### config.mk
export PLATFORM = sky130hd
export DESIGN_NAME = nid_wake_seq
export DESIGN_NICKNAME = d
export VERILOG_FILES = /design/src/rtl/nws_pkg.sv /design/src/rtl/nws_regs.sv /design/src/rtl/nws_fsm.sv /design/src/rtl/nid_wake_seq.sv
export SDC_FILE = /design/constraint.sdc
export NUM_CORES = 1
export LEC_CHECK = 0
export ABC_AREA = 1
export CAP_MARGIN = 20
export CORE_ASPECT_RATIO = 1.4
export CORE_MARGIN = 4
export CORE_UTILIZATION = 35
export CTS_BUF_LIST = sky130_fd_sc_hd__clkbuf_4
export DETAILED_ROUTE_END_ITERATION = 12
export DONT_BUFFER_PORTS = 1
export PLACE_DENSITY_LB_ADDON = 0.12
export SYNTH_ARGS = -nofsm -noshare
export SYNTH_HDL_FRONTEND = slang
export SYNTH_SLANG_ARGS = --single-unit
export TNS_END_PERCENT = 20
### constraint.sdc
create_clock -name clk -period 1.6 [get_ports clk]
set_input_delay 0.16 -clock clk [delete_from_list [all_inputs] [get_ports clk]]
set_output_delay 0.16 -clock clk [all_outputs]
set_load 0.1 [all_outputs]
### src/rtl/nws_pkg.sv
package nws_pkg;

    typedef enum logic [2:0] {
        ST_SLEEP,
        ST_WR_SIG,
        ST_WR_ID,
        ST_WAIT_TX,
        ST_JOINED
    } nws_state_e;

    localparam logic [1:0] REG_NODE_ID = 2'd0;
    localparam logic [1:0] REG_SETUP   = 2'd1;
    localparam logic [1:0] REG_CONFIG  = 2'd2;

endpackage

### src/rtl/nws_regs.sv
module nws_regs
    import nws_pkg::*;
#(
    parameter int DW       = 8,
    parameter int SRST_BIT = 7,
    parameter int TXEN_BIT = 5
) (
    input  logic          clk,
    input  logic          rst_n,
    input  logic          host_we,
    input  logic [1:0]    host_addr,
    input  logic [DW-1:0] host_wdata,
    output logic [DW-1:0] nid_q,
    output logic [DW-1:0] setup_q,
    output logic [DW-1:0] cfg_q,
    output logic          nid_wr,
    output logic          nid_nz,
    output logic          srst_act,
    output logic          tx_en
);

    assign srst_act = cfg_q[SRST_BIT];
    assign tx_en    = cfg_q[TXEN_BIT];
    assign nid_wr   = host_we && (host_addr == REG_NODE_ID) && !srst_act;
    assign nid_nz   = |host_wdata;

    always_ff @(posedge clk or negedge rst_n) begin
        if (!rst_n) begin
            nid_q   <= '0;
            setup_q <= '0;
            cfg_q   <= '0;
        end else begin
            if (host_we && host_addr == REG_SETUP)
                setup_q <= host_wdata;
            if (host_we && host_addr == REG_CONFIG)
                cfg_q <= host_wdata;
            if (srst_act)
                nid_q <= '0;
            else if (nid_wr)
                nid_q <= host_wdata;
        end
    end

endmodule

### src/rtl/nws_fsm.sv
module nws_fsm
    import nws_pkg::*;
#(
    parameter int          AW  = 11,
    parameter int          DW  = 8,
    parameter logic [7:0]  SIG = 8'hD1
) (
    input  logic          clk,
    input  logic          rst_n,
    input  logic          srst_act,
    input  logic          nid_wr,
    input  logic          nid_nz,
    input  logic          tx_en,
    input  logic [DW-1:0] nid_q,
    output logic          ram_we,
    output logic [AW-1:0] ram_addr,
    output logic [DW-1:0] ram_wdata,
    output logic          core_awake,
    output logic          join_net,
    output logic          busy,
    output logic          my_recon
);

    nws_state_e state, nxt;

    always_comb begin
        nxt = state;
        if (srst_act)
            nxt = ST_SLEEP;
        else if (nid_wr)
            nxt = nid_nz ? ST_WR_SIG : ST_SLEEP;
        else begin
            unique case (state)
                ST_SLEEP:   nxt = ST_SLEEP;
                ST_WR_SIG:  nxt = ST_WR_ID;
                ST_WR_ID:   nxt = ST_WAIT_TX;
                ST_WAIT_TX: nxt = tx_en ? ST_JOINED : ST_WAIT_TX;
                ST_JOINED:  nxt = tx_en ? ST_JOINED : ST_WAIT_TX;
                default:    nxt = ST_SLEEP;
            endcase
        end
    end

    always_ff @(posedge clk or negedge rst_n) begin
        if (!rst_n)
            state <= ST_SLEEP;
        else
            state <= nxt;
    end

    always_ff @(posedge clk or negedge rst_n) begin
        if (!rst_n)
            my_recon <= 1'b0;
        else if (nxt == ST_SLEEP)
            my_recon <= 1'b0;
        else if (state == ST_WAIT_TX && nxt == ST_JOINED)
            my_recon <= 1'b1;
    end

    always_comb begin
        ram_we     = 1'b0;
        ram_addr   = '0;
        ram_wdata  = '0;
        core_awake = 1'b1;
        join_net   = 1'b0;
        busy       = 1'b0;
        unique case (state)
            ST_SLEEP: core_awake = 1'b0;
            ST_WR_SIG: begin
                ram_we    = 1'b1;
                ram_wdata = DW'(SIG);
                busy      = 1'b1;
            end
            ST_WR_ID: begin
                ram_we    = 1'b1;
                ram_addr  = AW'(1);
                ram_wdata = nid_q;
                busy      = 1'b1;
            end
            ST_WAIT_TX: ;
            ST_JOINED: join_net = 1'b1;
            default: core_awake = 1'b0;
        endcase
    end

endmodule

### src/rtl/nid_wake_seq.sv
module nid_wake_seq
    import nws_pkg::*;
#(
    parameter int         AW       = 11,
    parameter int         DW       = 8,
    parameter int         SRST_BIT = 7,
    parameter int         TXEN_BIT = 5,
    parameter logic [7:0] SIG      = 8'hD1
) (
    input  logic          clk,
    input  logic          rst_n,
    input  logic          host_we,
    input  logic [1:0]    host_addr,
    input  logic [DW-1:0] host_wdata,
    output logic          ram_we,
    output logic [AW-1:0] ram_addr,
    output logic [DW-1:0] ram_wdata,
    output logic          core_awake,
    output logic          join_net,
    output logic          busy,
    output logic          my_recon,
    output logic [DW-1:0] setup_q
);

    logic [DW-1:0] nid_q;
    logic [DW-1:0] cfg_q;
    logic          nid_wr;
    logic          nid_nz;
    logic          srst_act;
    logic          tx_en;

    nws_regs #(
        .DW       (DW),
        .SRST_BIT (SRST_BIT),
        .TXEN_BIT (TXEN_BIT)
    ) u_regs (
        .clk        (clk),
        .rst_n      (rst_n),
        .host_we    (host_we),
        .host_addr  (host_addr),
        .host_wdata (host_wdata),
        .nid_q      (nid_q),
        .setup_q    (setup_q),
        .cfg_q      (cfg_q),
        .nid_wr     (nid_wr),
        .nid_nz     (nid_nz),
        .srst_act   (srst_act),
        .tx_en      (tx_en)
    );

    nws_fsm #(
        .AW  (AW),
        .DW  (DW),
        .SIG (SIG)
    ) u_fsm (
        .clk        (clk),
        .rst_n      (rst_n),
        .srst_act   (srst_act),
        .nid_wr     (nid_wr),
        .nid_nz     (nid_nz),
        .tx_en      (tx_en),
        .nid_q      (nid_q),
        .ram_we     (ram_we),
        .ram_addr   (ram_addr),
        .ram_wdata  (ram_wdata),
        .core_awake (core_awake),
        .join_net   (join_net),
        .busy       (busy),
        .my_recon   (my_recon)
    );

endmodule

# == Word level (Yosys, flattened, before mapping) ==
# Index checks and enable logic that the tools add are counted.
# Widths: inputs -> output; s select.
# classes
reduce_logical,14
bitwise_logic,0
n_mux,14
eq_ne,7
add_sub_neg,0
n_div,0
n_mul,0
shift,0
order_cmp,0
# ops
operator,count
$mux 8,2
$pmux 8 s2,1
$mux 3,3
$pmux 3 s3,1
$reduce_or 8->1,1
$mux 1,7
$eq 3x2->1 const B,2
$eq 3x3->1 const B,2
$logic_and 1x1->1,5
$reduce_bool 2->1,2
$reduce_or 2->1,2
$reduce_or 4->1,1
$eq 3x1->1 const B,1
$logic_not 3->1,1
$eq 2x1->1 const B,1
$eq 2x2->1 const B,1
$logic_not 2->1,1
$logic_not 1->1,1
# word_totals
ff_bits,28
in_bits,13
out_inout_bits,32
ramBits,0
mem_count,0
elab_cells,40
romBits,0
latchBits,0

# == Longest topological paths before layout ==
# Gate-level depths: netlist (run 1).
# depth
ltp_word,9
ltp_mapped,10

# == Cells and area by module ==
# From an unflattened synthesis (run 1), not the netlist that was laid out.
# hier_totals
cells_unflattened,173
hier_area_um2,1485.2
# modules_own_cells
module,area_per_inst_um2,cells_each,seq_area_each_um2,n_inst
nws_regs,1067.3,107,600.6,1
nws_fsm,417.9,66,100.1,1

# == Least setup slack after synthesis (run 1) ==
# OpenSTA, ideal clock, no wires.
# synth_timing
kind,flip-flop to flip-flop
startpoint,register u_fsm.state[1]
endpoint,register u_fsm.my_recon
required_ns,1.533
setup_ns,0.067
path_slack_ns,-1.490
synth_period_minus_slack_ns,3.090
t_arrival_ns,3.023
n_path_buf,0
stages_incl_launch_ff,6
path_cell_list,dfrtp_1 -> nor3_1 -> nand2_1 -> nand3_2 -> nand2_1 -> nand2_1
# synth_between
elab_chain_len,8
# synth_rtl
item,line,source
"start, declared",nws_fsm.sv:24,"nws_state_e state, nxt;"
"start signal, assigned",nws_fsm.sv:48,state <= nxt;
$eq 3x3->1 / $eq 3x2->1 (equally long branches),"nws_fsm.sv:33, nws_fsm.sv:56",
$reduce_or 2->1 (no source line),-,
$pmux 3 s3,nws_fsm.sv:33,unique case (state)
$mux 3,nws_fsm.sv:30,else if (nid_wr)
$mux 3,nws_fsm.sv:28,if (srst_act)
$eq 3x3->1,nws_fsm.sv:56,else if (state == ST_WAIT_TX && nxt == ST_JOINED)
$logic_and 1x1->1,nws_fsm.sv:56,
$reduce_bool 2->1 (no source line),-,
"end signal, assigned",nws_fsm.sv:53,my_recon <= 1'b0;
"end signal, assigned",nws_fsm.sv:55,my_recon <= 1'b0;
"end signal, assigned",nws_fsm.sv:57,my_recon <= 1'b1;
"end, declared",nws_fsm.sv:21,output logic my_recon
# Parallel ways exist; a longest one is shown, timed or not.
# A chain may end at the register's enable or synchronous reset.

# == Final worst setup path (run 1) ==
# layout_timing
startpoint,register u_fsm.state[0]
endpoint,output ram_wdata[7]
# layout_between
elab_chain_len,2
# layout_rtl
item,line,source
$eq 3x2->1 / $eq 3x1->1 (equally long branches),nws_fsm.sv:67,unique case (state)
$pmux 8 s2 (*),nws_fsm.sv:67,
"end, declared",nid_wake_seq.sv:17,"output logic [DW-1:0] ram_wdata,"
# Every way passes the cells marked *; elsewhere a longest branch is shown, timed or not.

==> metrics.csv, run 1 <==
metric,value,unit
PortBufs,0,
layout cell share with drive strength beyond 1,32.7,%
Crit-path slowest cell,dfrtp_2,
post-route ant nets,0,
largest net degree at the start of global routing,23,
first-pass iteration count of the detailed router,4,
via count,932,
GRT Total Usage,13.9,%
failing checks,setup timing,
maxcap violations,0,
critical path class,register to output pin,
Placement Cell Area,1440,um^2
Synth Register Bits,22,
FF/Latch Area,553,um^2
Max H-tree Level,1,
cts bufs inserted,3,
Finished Cell Area,1670,um^2
root buffer cell,clkbuf_4,
"Reg clk slew, reported paths",130,ps
post-route setup slack,-31.5,ps
initial DRC count,19,
Yosys cell types,17,
number of global-route vias before repair,965,
"Req. time, crit path",1440,ps
startpoint types,register,
Bufs on Longest Clock Path,2,
Post-Syn Area,1110,um^2
ranking of synthesized cells by area,"dfrtp_1 49%, nand2_1 8.4%, inv_1 8.1%",
critical path cell sequence,inv_4 > nand3_4 > clkbuf_16 > o21ai_4 > buf_12,
TritonCTS clock tree,built,
Sink Count,22,
crit-path max cell delay,460,ps
Routed WL,2.82,mm
"CP delay by family, top",flip-flops,
worst min path class,primary input to register,
Placement Rows,23,
fill cell total of the finished layout,269,
initial cell density of the core,37.5,%
Pins Over Slew Limit,0,
height of the die,74.7,um
die area,4160,um^2
"Max FO, Critical Path",6,
# DRC,0,
n_diodes,0,
post-layout power,3.38,mW
# IOs,45,
register area share after synthesis,49.5,%
achievable frequency,613,MHz
Avg Inst Size Synth,8.06,um^2
DR WL/cell,14.0,um
global-route wire length before repair,4.49,mm
endpoints failing setup,10,
PwrDens,2020,nW/um^2
status,"finished, violations left",
Buf/Inv on CP,3,
initial antenna violation count,0,
RSZ-0062 raised after global routing,yes,
peak supply drop,1320,uV
core area,2960,um^2
Fin. Hold Viols,0,
Die Width,55.6,um
minimum hold slack,31.1,ps
total gr overflow,0,
static leakage,0.825,nW
number of nets in the layout,179,
post-layout minimum cycle time,1630,ps
total negative slack,-178,ps
Synth top area share,49.5,%
Worst EP arrival,1470,ps
DP HPWL,2.11,mm
synthesized instance count,138,
routability cong.,0.721,
via/cell ratio,4.61,
Synth area leader,dfrtp_1,
clock latency on the worst-skew pair,310,ps
area delta synth->final,50.2,%
Post-Route Skew,4.12,ps
area of the multi-input gates,503,um^2
Syn. warnings,0,
element type at the critical path end,output pin,
fin crit share,102,%
==> final cells by class <==
cell class                      instances  area share [%]
Sequential cell                        22            33.1
Multi-Input combinational cell         84            30.1
Timing Repair Buffer                   28            24.6
Inverter                               27            6.22
Tap cell                               37            2.77
Clock inverter                          1            1.80
Clock buffer                            3            1.35
==> synthesized netlist by cell type <==
cell type / count
buf_2: 2
buf_4: 11
buf_6: 1
conb_1: 1
dfrtp_1: 22
inv_1: 24
inv_2: 3
nand2_1: 25
nand2_2: 4
nand3_1: 5
nand3_2: 2
nand4_1: 1
nor2_1: 11
nor2_2: 1
nor3_1: 2
o21ai_0: 15
o22ai_1: 8
==> stage by stage <==
stage / std cells / setup WS [ps] / util (%)
4_1_cts: 199 / -26.0 / 52.3
3_5_place_dp: 193 / 223 / 48.4
6_report: 202 / -31.5 / 56.4
3_3_place_gp: 193 / 298 / 48.4
5_1_grt: 202 / -97.2 / 56.4
2_1_floorplan: 147 / -253 / -
==> flip-flops by register name (all words and copies together) (netlist names) <==
register and count:
u_fsm.my_recon 1, u_fsm.state 3, u_regs.cfg_q 2, u_regs.nid_q 8, u_regs.setup_q 8
==> power breakdown <==
group          switching (mW)  internal, mW  total (mW)  leakage, nW
logic                    1.58         0.661        2.25        0.513
clock network           0.171         0.253       0.424       0.0279
registers              0.0673         0.638       0.706        0.284
total                    1.82          1.55        3.38        0.825
==> worst reg2reg max path: stages, from the launching register on <==
cell	delay (ps)
dfrtp_2	510
nand3_4	140
buf_12	150
nand2_8	70
inv_2	50
nand2_1	50
nand2_2	70
nand3_2	60
nand2_1	50
nand2_1	50
==> placed cells by master (no fill, tap or decap), drive strengths merged <==
cell         synthesis  final
buf                 14     26
bufinv               0      1
clkbuf               0      4
conb                 1     10
dfrtp               22     22
dlygate4sd3          0      1
inv                 27     27
nand2               29     29
nand3                7      7
nand4                1      1
nor2                12     12
nor3                 2      2
o21ai               15     15
o22ai                8      8
==> cell families after synthesis <==
kind of cell	Yosys count	share of synthesized area, %
AO/OA/AOI/OAI	23	11.2
buffers and inverters	41	18.4
flip-flops	22	49.5
other	1	0.337
AND/OR/NAND/NOR	51	20.5
==> what timing repair did <==
action	4_1_cts	5_1_grt
gates resized for setup	9	16
hold buffers	1	0
pin swaps	0	1
setup buffers	1	1
hold endpoints to repair	22	0
setup endpoints to repair	12	13
cloned	0	1
==> per-layer routing <==
layer / vias to the layer above / track usage [%] / share of wire (%)
met5: - / 0 / 0
met4: 0 / 5.68 / 1.8
met1: 437 / 14.8 / 39
met2: 26 / 26.2 / 55
met3: 6 / 3.60 / 4.8
li1: 463 / - / -
==> final timing paths <==
kind                       slack (ps)              start           endpoint  cells after the start
max                               -30     u_fsm.state[0]       ram_wdata[7]                      5
min                                30      host_wdata[6]    u_regs.nid_q[6]                      2
max reg2reg                       300     u_fsm.state[1]     u_fsm.my_recon                      9
min reg2reg                       500  u_regs.setup_q[1]  u_regs.setup_q[1]                      2
max in group asynchronous        1120              rst_n     u_fsm.state[1]                      2
min in group asynchronous         100              rst_n     u_fsm.my_recon                      1
Note: power is estimated with default switching activity, not from simulation.
==> inputs of run 2 (changes only) <==
--- a/config.mk
+++ b/config.mk
@@ -13,7 +13,7 @@
 export CTS_BUF_LIST = sky130_fd_sc_hd__clkbuf_4
 export DETAILED_ROUTE_END_ITERATION = 12
 export DONT_BUFFER_PORTS = 1
-export PLACE_DENSITY_LB_ADDON = 0.12
+export PLACE_DENSITY = 0.51
 export SYNTH_ARGS = -nofsm -noshare
 export SYNTH_HDL_FRONTEND = slang
 export SYNTH_SLANG_ARGS = --single-unit
==> metrics.csv, run 2 (synthesis results as in run 1) <==
metric,value,unit,change
post-layout power,3.22,mW,-4.7%
R2R setup slack,320,ps,+20 ps
P_sw,1.83,mW,+0.15%
area of the multi-input gates,514,um^2,+2.2%
Post-Route Skew,5.40,ps,+1.28 ps
CP startpoint,u_fsm.state[0],,
static leakage,0.818,nW,-0.83%
most frequent cells in the layout,"24 x nand2_1, 23 x inv_1, 20 x dfrtp_1",,
fin crit share,102,%,-0.27 points
Bufs on Longest Clock Path,2,,unchanged
minimum hold slack,43.8,ps,+12.8 ps
post-layout minimum cycle time,1630,ps,-4.26 ps
# DRC,0,,unchanged
die area,4160,um^2,unchanged
largest net degree at the start of global routing,23,,unchanged
post-route setup slack,-27.3,ps,+4.26 ps
worst min path class,primary input to register,,
Flop pwr share,21.9,%,+1.0 points
maxcap violations,0,,unchanged
fill cell total of the finished layout,270,,+0.37%
initial DRC count,15,,-4
hold path depth,2,,unchanged
# IOs,45,,unchanged
critical path class,register to output pin,,
DP HPWL,2.07,mm,-1.7%
routability cong.,0.750,,+4.0%
Fin. Hold Viols,0,,unchanged
"Req. time, crit path",1440,ps,about the same
PwrDens,1950,nW/um^2,-3.6%
"commonest non-fill, non-tap cell in the layout",nand2_1,,
worst reg2reg startpoint,u_fsm.state[1],,
global-route wire length before repair,4.39,mm,-2.2%
Pins Over Slew Limit,0,,unchanged
startpoint types,register,,
area delta synth->final,48.5,%,
Worst EP arrival,1470,ps,about the same
Max H-tree Level,1,,unchanged
n_diodes,0,,unchanged
Routed WL,2.77,mm,-1.9%
Placement Cell Area,1440,um^2,unchanged
"Max FO, Critical Path",6,,unchanged
Sink Count,22,,unchanged
total gr overflow,0,,unchanged
layout cell share with drive strength beyond 1,32.9,%,+0.20 points
crit path capture,ram_wdata[4],,
status,"finished, violations left",,
RSZ-0062 raised after global routing,yes,,
initial cell density of the core,37.5,%,unchanged
failing checks,setup timing,,
post-route ant nets,0,,unchanged
root buffer cell,clkbuf_4,,
clock latency on the worst-skew pair,300,ps,about the same
PortBufs,0,,unchanged
first-pass iteration count of the detailed router,4,,unchanged
Worst R2R End,u_fsm.my_recon,,
Finished Cell Area,1650,um^2,-1.1%
FF/Latch Area,553,um^2,unchanged
cell-internal power,1.39,mW,-10%
via count,923,,-0.97%
GRT Total Usage,13.5,%,-0.40 points
Die Width,55.6,um,unchanged
achievable frequency,615,MHz,+0.26%
clock group share of total power,8.0,%,-4.6 points
Placement Rows,23,,unchanged
cts bufs inserted,3,,unchanged
element type at the critical path end,output pin,,
core area,2960,um^2,unchanged
top flop regs,"u_regs.nid_q (8), u_regs.setup_q (8), u_fsm.state (3)",,
Reg2Reg Depth,9,,unchanged
endpoints failing setup,6,,-4
dpl ws,231,ps,+8.56 ps
number of global-route vias before repair,926,,-4.0%
TritonCTS clock tree,built,,
Switching Share,56.7,%,+2.7 points
peak supply drop,1370,uV,+4.3%
Comb power frac,70.1,%,+3.6 points
DR WL/cell,13.8,um,-1.4%
"Reg clk slew, reported paths",120,ps,about the same
number of nets in the layout,178,,-0.56%
via/cell ratio,4.59,,-0.47%
height of the die,74.7,um,unchanged
initial antenna violation count,0,,unchanged
==> run 2: worst min path at each step <==
stage | start | to | slack [ps]
final | host_wdata[7] | u_regs.cfg_q[7] | 40
after global routing | host_wdata[7] | u_regs.cfg_q[7] | 30
after CTS | host_wdata[6] | u_regs.nid_q[6] | 40
after detailed placement | rst_n | u_regs.setup_q[7] | -130
after global placement | rst_n | u_regs.setup_q[7] | -130
after floorplan | rst_n | u_fsm.my_recon | -140
==> run 2: what timing repair did <==
action / CTS / global route
endpoints found under the hold margin: 22 / 0
setup endpoints to repair: 11 / 12
buffers inserted: 1 / 0
gates cloned: 0 / 1
gates resized for setup: 3 / 22
hold buffers: 1 / 0
==> run 2: power groups by stage <==
| stage | logic, mW | registers, mW | clock network [mW] |
|---|---|---|---|
| CTS | 2.03 | 0.694 | 0.260 |
| finish | 2.26 | 0.706 | 0.257 |
| global route | 2.34 | 0.720 | 0.290 |
| floorplan | 1.24 | 0.947 | 0 |
| detailed placement | 1.99 | 0.708 | 0 |
| global placement | 1.98 | 0.703 | 0 |
==> run 2: critical path: stages, from the launching register on <==
cell	delay [ps]
dfrtp_2	460
inv_4	90
nand3_4	90
buf_12	170
o21ai_4	160
buf_12	190
==> run 2: layer usage <==
layer | part of all wire [%] | track usage (%)
met1 | 38 | 15.6
met2 | 54 | 23.6
met3 | 6.5 | 4.29
met4 | 0.61 | 4.86
met5 | 0 | 0
==> run 2: layout make-up <==
cell class	instances	share of cell area (%)
sequential	22	33.5
multi-input combinational	84	31.1
timing repair buffer	27	24.7
inverter	27	6.29
tap	37	2.80
clock buffer	3	1.36
clock inverter	1	0.227
==> run 2: stage by stage <==
step,cells,utilization [%],TNS [ps]
final,201,55.7,-73.9
after global routing,201,55.7,-673
after CTS,199,50.1,-5.58
after detailed placement,193,48.4,0
after global placement,193,48.4,0
after floorplan,147,-,-2290
